--- src/rtl/hsf_pkg.sv ---
package hsf_pkg;

    localparam int unsigned DEF_WIDTH = 16;
    localparam int unsigned DEF_PORTS = 2;

    // outcome of the group flush rule in one cycle
    typedef enum logic [1:0] {
        FL_NONE = 2'd0,
        FL_ALL  = 2'd1,
        FL_SOME = 2'd2
    } flush_kind_e;

    // per-input view shared with the top level
    typedef struct packed {
        logic full;     // operand waiting, not yet taken
        logic ack_reg;  // unit-side acknowledge register
        logic flag;     // flush-side acknowledge flag
    } in_stat_t;

    // request the unit sees: a token never looks like a request
    function automatic logic seen_req(input logic raw, input logic mark);
        return raw & ~mark;
    endfunction

endpackage

--- src/rtl/hsf_in_port.sv ---
module hsf_in_port
    import hsf_pkg::*;
#(
    parameter int unsigned WIDTH = DEF_WIDTH
) (
    input  logic             clk,
    input  logic             rst,
    input  logic             raw_req,
    input  logic [WIDTH:0]   word,
    input  logic             fire,
    input  logic             flag_set,
    output logic             ack_out,
    output logic             marked,
    output logic [WIDTH-1:0] payload,
    output in_stat_t         stat
);

    logic ack_q;
    logic flag_q;
    logic req_seen;

    assign marked   = word[WIDTH];
    assign payload  = word[WIDTH-1:0];
    assign req_seen = seen_req(raw_req, marked);

    always_ff @(posedge clk) begin
        if (rst) begin
            ack_q  <= 1'b1;
            flag_q <= 1'b0;
        end else begin
            if (fire)
                ack_q <= 1'b1;
            else if (ack_q && !req_seen)
                ack_q <= 1'b0;

            if (!raw_req)
                flag_q <= 1'b0;
            else if (flag_set)
                flag_q <= 1'b1;
        end
    end

    assign ack_out      = ack_q | flag_q;
    assign stat.full    = req_seen & ~ack_q;
    assign stat.ack_reg = ack_q;
    assign stat.flag    = flag_q;

    // once the sender lets go, the acknowledge falls at the next edge
    p_ack_drop_r9: assert property (@(posedge clk) disable iff (rst)
        (ack_out && !raw_req) |=> !ack_out);

    // a held token is not acknowledged by the compute path
    p_token_hold_r6: assert property (@(posedge clk) disable iff (rst)
        (raw_req && marked && !ack_out && !flag_set) |=> !ack_out);

    // the flush rule acknowledges a presented word at the next edge
    p_flag_ack_r8: assert property (@(posedge clk) disable iff (rst)
        (flag_set && raw_req) |=> ack_out);

    // a consumed operand is acknowledged at the next edge
    p_fire_ack_r3: assert property (@(posedge clk) disable iff (rst)
        fire |=> ack_out);

endmodule

--- src/rtl/hsf_flush_ctl.sv ---
module hsf_flush_ctl
    import hsf_pkg::*;
#(
    parameter int unsigned N_IN = DEF_PORTS
) (
    input  logic [N_IN-1:0] raw_req,
    input  logic [N_IN-1:0] ack_reg,
    input  logic [N_IN-1:0] marked,
    output flush_kind_e     kind,
    output logic [N_IN-1:0] flag_set
);

    logic all_present;
    logic all_marked;
    logic any_marked;

    assign all_present = &(raw_req & ~ack_reg);
    assign all_marked  = &marked;
    assign any_marked  = |marked;

    always_comb begin
        kind = FL_NONE;
        if (all_present) begin
            if (all_marked)
                kind = FL_ALL;
            else if (any_marked)
                kind = FL_SOME;
        end
    end

    always_comb begin
        unique case (kind)
            FL_ALL:  flag_set = '1;
            FL_SOME: flag_set = ~marked;
            default: flag_set = '0;
        endcase
    end

endmodule

--- src/rtl/hsf_out_port.sv ---
module hsf_out_port
    import hsf_pkg::*;
#(
    parameter int unsigned WIDTH = DEF_WIDTH
) (
    input  logic             clk,
    input  logic             rst,
    input  logic             fire,
    input  logic [WIDTH-1:0] result,
    input  logic             ack_in,
    output logic             req,
    output logic [WIDTH:0]   data,
    output logic             empty
);

    logic           req_q;
    logic [WIDTH:0] data_q;

    always_ff @(posedge clk) begin
        if (rst) begin
            req_q  <= 1'b0;
            data_q <= '0;
        end else if (fire) begin
            req_q  <= 1'b1;
            data_q <= {1'b0, result};
        end else if (req_q && ack_in) begin
            req_q  <= 1'b0;
        end
    end

    assign req   = req_q;
    assign data  = data_q;
    assign empty = !req_q && !ack_in;

    // result held until taken
    p_hold_r4: assert property (@(posedge clk) disable iff (rst)
        (req_q && !ack_in) |=> (req_q && $stable(data_q)));

    // request withdrawn one edge after the consumer acknowledges
    p_drop_r4: assert property (@(posedge clk) disable iff (rst)
        (req_q && ack_in) |=> !req_q);

    // results never carry the token marker
    p_mark_zero_r3: assert property (@(posedge clk) disable iff (rst)
        req_q |-> !data_q[WIDTH]);

    // a new result only follows an idle acknowledge
    p_fire_idle_r5: assert property (@(posedge clk) disable iff (rst)
        $rose(req_q) |-> $past(!ack_in));

endmodule

--- src/rtl/hsf_port_wrap.sv ---
module hsf_port_wrap
    import hsf_pkg::*;
#(
    parameter int unsigned WIDTH = DEF_WIDTH,
    parameter int unsigned N_IN  = DEF_PORTS
) (
    input  logic                      clk,
    input  logic                      rst,
    input  logic [N_IN-1:0]           in_req,
    input  logic [N_IN-1:0][WIDTH:0]  in_data,
    output logic [N_IN-1:0]           in_ack,
    output logic                      out_req,
    output logic [WIDTH:0]            out_data,
    input  logic                      out_ack
);

    localparam int unsigned WORD_W = WIDTH + 1;

    in_stat_t                    stat     [N_IN];
    logic [N_IN-1:0]             full_v;
    logic [N_IN-1:0]             ackreg_v;
    logic [N_IN-1:0]             flag_v;
    logic [N_IN-1:0]             marked_v;
    logic [N_IN-1:0]             flag_set;
    logic [N_IN-1:0][WIDTH-1:0]  payload;
    logic [WIDTH-1:0]            result;
    logic [WORD_W-1:0]           out_word;
    logic                        out_empty;
    logic                        fire;
    flush_kind_e                 kind;

    for (genvar i = 0; i < N_IN; i++) begin : g_in
        hsf_in_port #(.WIDTH(WIDTH)) u_in (
            .clk      (clk),
            .rst      (rst),
            .raw_req  (in_req[i]),
            .word     (in_data[i]),
            .fire     (fire),
            .flag_set (flag_set[i]),
            .ack_out  (in_ack[i]),
            .marked   (marked_v[i]),
            .payload  (payload[i]),
            .stat     (stat[i])
        );
        assign full_v[i]   = stat[i].full;
        assign ackreg_v[i] = stat[i].ack_reg;
        assign flag_v[i]   = stat[i].flag;
    end

    hsf_flush_ctl #(.N_IN(N_IN)) u_flush (
        .raw_req  (in_req),
        .ack_reg  (ackreg_v),
        .marked   (marked_v),
        .kind     (kind),
        .flag_set (flag_set)
    );

    // combining function: modular sum of all operands
    always_comb begin
        result = '0;
        for (int i = 0; i < N_IN; i++)
            result = result + payload[i];
    end

    assign fire = (&full_v) && out_empty;

    hsf_out_port #(.WIDTH(WIDTH)) u_out (
        .clk    (clk),
        .rst    (rst),
        .fire   (fire),
        .result (result),
        .ack_in (out_ack),
        .req    (out_req),
        .data   (out_word),
        .empty  (out_empty)
    );

    assign out_data = out_word;

    // no flush flag appears while some sender is idle
    p_no_partial_r10: assert property (@(posedge clk) disable iff (rst)
        (!(&in_req) && flag_v == '0) |=> (flag_v == '0));

    // an all-token round acknowledges every port together
    p_all_tokens_r7: assert property (@(posedge clk) disable iff (rst)
        (kind == FL_ALL) |=> (&in_ack));

    // a flush decision never starts a result
    p_flush_no_result_r7: assert property (@(posedge clk) disable iff (rst)
        (kind != FL_NONE && !out_req) |=> !out_req);

endmodule

--- config.mk ---
export PLATFORM = sky130hd
export DESIGN_NAME = hsf_port_wrap
export DESIGN_NICKNAME = d
export VERILOG_FILES = /design/src/rtl/hsf_pkg.sv /design/src/rtl/hsf_in_port.sv /design/src/rtl/hsf_flush_ctl.sv /design/src/rtl/hsf_out_port.sv /design/src/rtl/hsf_port_wrap.sv
export SDC_FILE = /design/constraint.sdc
export NUM_CORES = 1
export LEC_CHECK = 0
export BUFFER_PORTS_ARGS = -buffer_cell sky130_fd_sc_hd__buf_2
export CORE_MARGIN = 5
export CORE_UTILIZATION = 25
export CTS_CLUSTER_DIAMETER = 120
export DETAILED_ROUTE_END_ITERATION = 16
export SYNTH_ARGS = -nofsm -noshare
export SYNTH_HDL_FRONTEND = slang
export SYNTH_HIERARCHICAL = 1
export SYNTH_SLANG_ARGS = --single-unit
--- constraint.sdc ---
create_clock -name clk -period 3.1 [get_ports clk]
set_input_delay 0.31 -clock clk [delete_from_list [all_inputs] [get_ports clk]]
set_output_delay 0.31 -clock clk [all_outputs]
set_load 0.1 [all_outputs]
==> flow_summary.ini <==
[placement]
dp_hpwl_mm = 3.46
place_ws_ns = 0.564
gp_congestion = 0.819
place_area_mm2 = 0.00198
io_buffers = 57

[hold_path]
worstHoldEndpoint = g_in[1].u_in/ack_q$_SDFFE_PP1P_
hold_start = in_req[1]
hold_path_class = input pin to register
min_path_cells = 2

[worst_setup_path]
end_kind = register
path_class = input pin to register
crit_required_ns = 3.24
arrival_ns = 2.38
worstSetupStartpointType = input pin
regToRegStartpoint = g_in[0].u_in/ack_q$_SDFFE_PP1P_
rrSetupSlack_ns = 1.58
r2r_end = g_in[1].u_in/flag_q$_SDFFE_PP0P_
r2r_cells = 6
cp_max_fo = 3
crit_path_start = in_data[0]

[sta]
finalWorstSetupSlack_ns = 0.862
setup_tns_ns = 0
hold_viol = 0
timing.final.crit_period_ns = 2.24
timing.final.crit_share_pct = 72.2
rsz0062_at_grt = false
maxClockFrequency_mhz = 447
finClkSkew_ns = 0.00382
final-max-slew-violation-count = 0
finalSetupViolations = 0

[pwr]
peakVddDrop_mv = 0.0794
p_leak_nw = 0.891
p_per_area_mw_per_mm2 = 339

[drt]
route.detailed.drc = 0
wire_per_inst_um = 11.9
vias = 1493
dr.first_iter.drc_count = 48
avgViaCountPerCell = 4.35
final_antenna_net_count = 0
drtPass1Iterations = 4
drt_wl_total_mm = 4.09

[floorplan]
initial_core_util_pct = 25.9
core_mm2 = 0.00729
die_h_um = 96.9
dieWidth_um = 96.9
rows = 31
die_area_mm2 = 0.00938
boundaryPins = 59

[cells_and_area]
diodes = 0
drive_above_1_share_pct = 27.9
stdcell_area_mm2 = 0.00203
post-route-util_pct = 27.8
area_growth_pct = 7.63
fin_nets = 303

[global_routing]
grt-ovfl-total = 0
first_global_vias = 1449
grt_max_degree = 22
grt_pass1_wl_mm = 6.80
antenna_found_initial = 0
grt_usage_pct = 8.64

[synthesis]
syn_nets = 281
netlist_area_mm2 = 0.00189
postSynthAreaPerCell_um2 = 8.46
netlist_instances = 223
yosys_warnings = 6

[clock_network]
ctsResizeCount = 0
cts_setup_buffers = 0
worstSkewPairLatency_ns = 0.26
cts_sinks = 21
holdBufCountCts = 0
h-tree-depth = 1
clk_pin_slew_ns = 0.08
clockBufferDepth = 2
cts_tree = done
root_buffer = clkbuf_8
cts_buffers = 3

[flow_run]
maxCapViolCount = 0

[outcome]
status = completed
cell type report:
cell class	count	area, um^2
fill	825	5260
multi-input combinational	154	1120
sequential	21	420
timing repair buffer	58	293
tap	99	124
clock buffer	3	41.3
inverter	7	26.3
clock inverter	1	5.00
per-layer routing:
layer	track usage, %	vias to the layer above	routed length (um)
met5	0	-	0
met4	3.24	0	63
met3	1.65	5	225
met2	15.0	42	1940
met1	10.5	662	1860
li1	-	784	-
worst max-delay path by stage:
stage | to | slack [ns] | cells after the start
after floorplan | u_out/data[10]$_SDFFE_PP0P_ | 0.75 | 10
after global placement | u_out/data[10]$_SDFFE_PP0P_ | 0.61 | 10
after detailed placement | u_out/data[10]$_SDFFE_PP0P_ | 0.56 | 10
after CTS | u_out/data[10]$_SDFFE_PP0P_ | 0.85 | 10
after global routing | u_out/data[10]$_SDFFE_PP0P_ | 0.68 | 10
final | u_out/data[10]$_SDFFE_PP0P_ | 0.86 | 10
worst max-delay path: stages:
cell	delay, ns
buf_2	0.10
ha_1	0.23
fa_1	0.41
a21o_2	0.26
a311oi_2	0.34
o21ai_0	0.19
a311oi_1	0.29
nor3_1	0.07
mux2i_1	0.14
nor2_1	0.05
sequential cells by signal, summed over array words and instances, names as in the netlist:
| register | flops |
|---|---|
| u_out/data | 16 |
| g_in.u_in/flag_q | 2 |
| u_out/req | 1 |
| g_in.u_in/ack_q | 2 |
stage by stage:
step / hold slack, ns / power [mW] / instances
3_5_place_dp: 0.477 / 0.517 / 339
5_1_grt: 0.323 / 0.739 / 343
4_1_cts: 0.322 / 0.704 / 343
3_3_place_gp: 0.473 / 0.514 / 339
2_1_floorplan: 0.386 / 0.488 / 223
6_report: 0.328 / 0.689 / 343
where the power goes:
part | total (mW) | leakage (nW) | switching [mW] | internal [mW]
Sequential | 0.274 | 0.170 | 0.00204 | 0.272
Clock | 0.180 | 0.0255 | 0.0904 | 0.0895
Combinational | 0.234 | 0.696 | 0.137 | 0.0975
Total | 0.689 | 0.891 | 0.229 | 0.459
cells in the final DEF, fill, tap and decap left out, types with 4 or more instances in the layout:
cell,n
a21oi_1,20
buf_2,57
dfxtp_1,21
ha_1,18
inv_1,7
mux2i_1,17
nand2_1,11
nand3_1,4
nor2_1,21
nor3b_1,5
o21ai_0,8
xnor2_1,10
xor2_1,5
(Power assumes the default switching activity.)
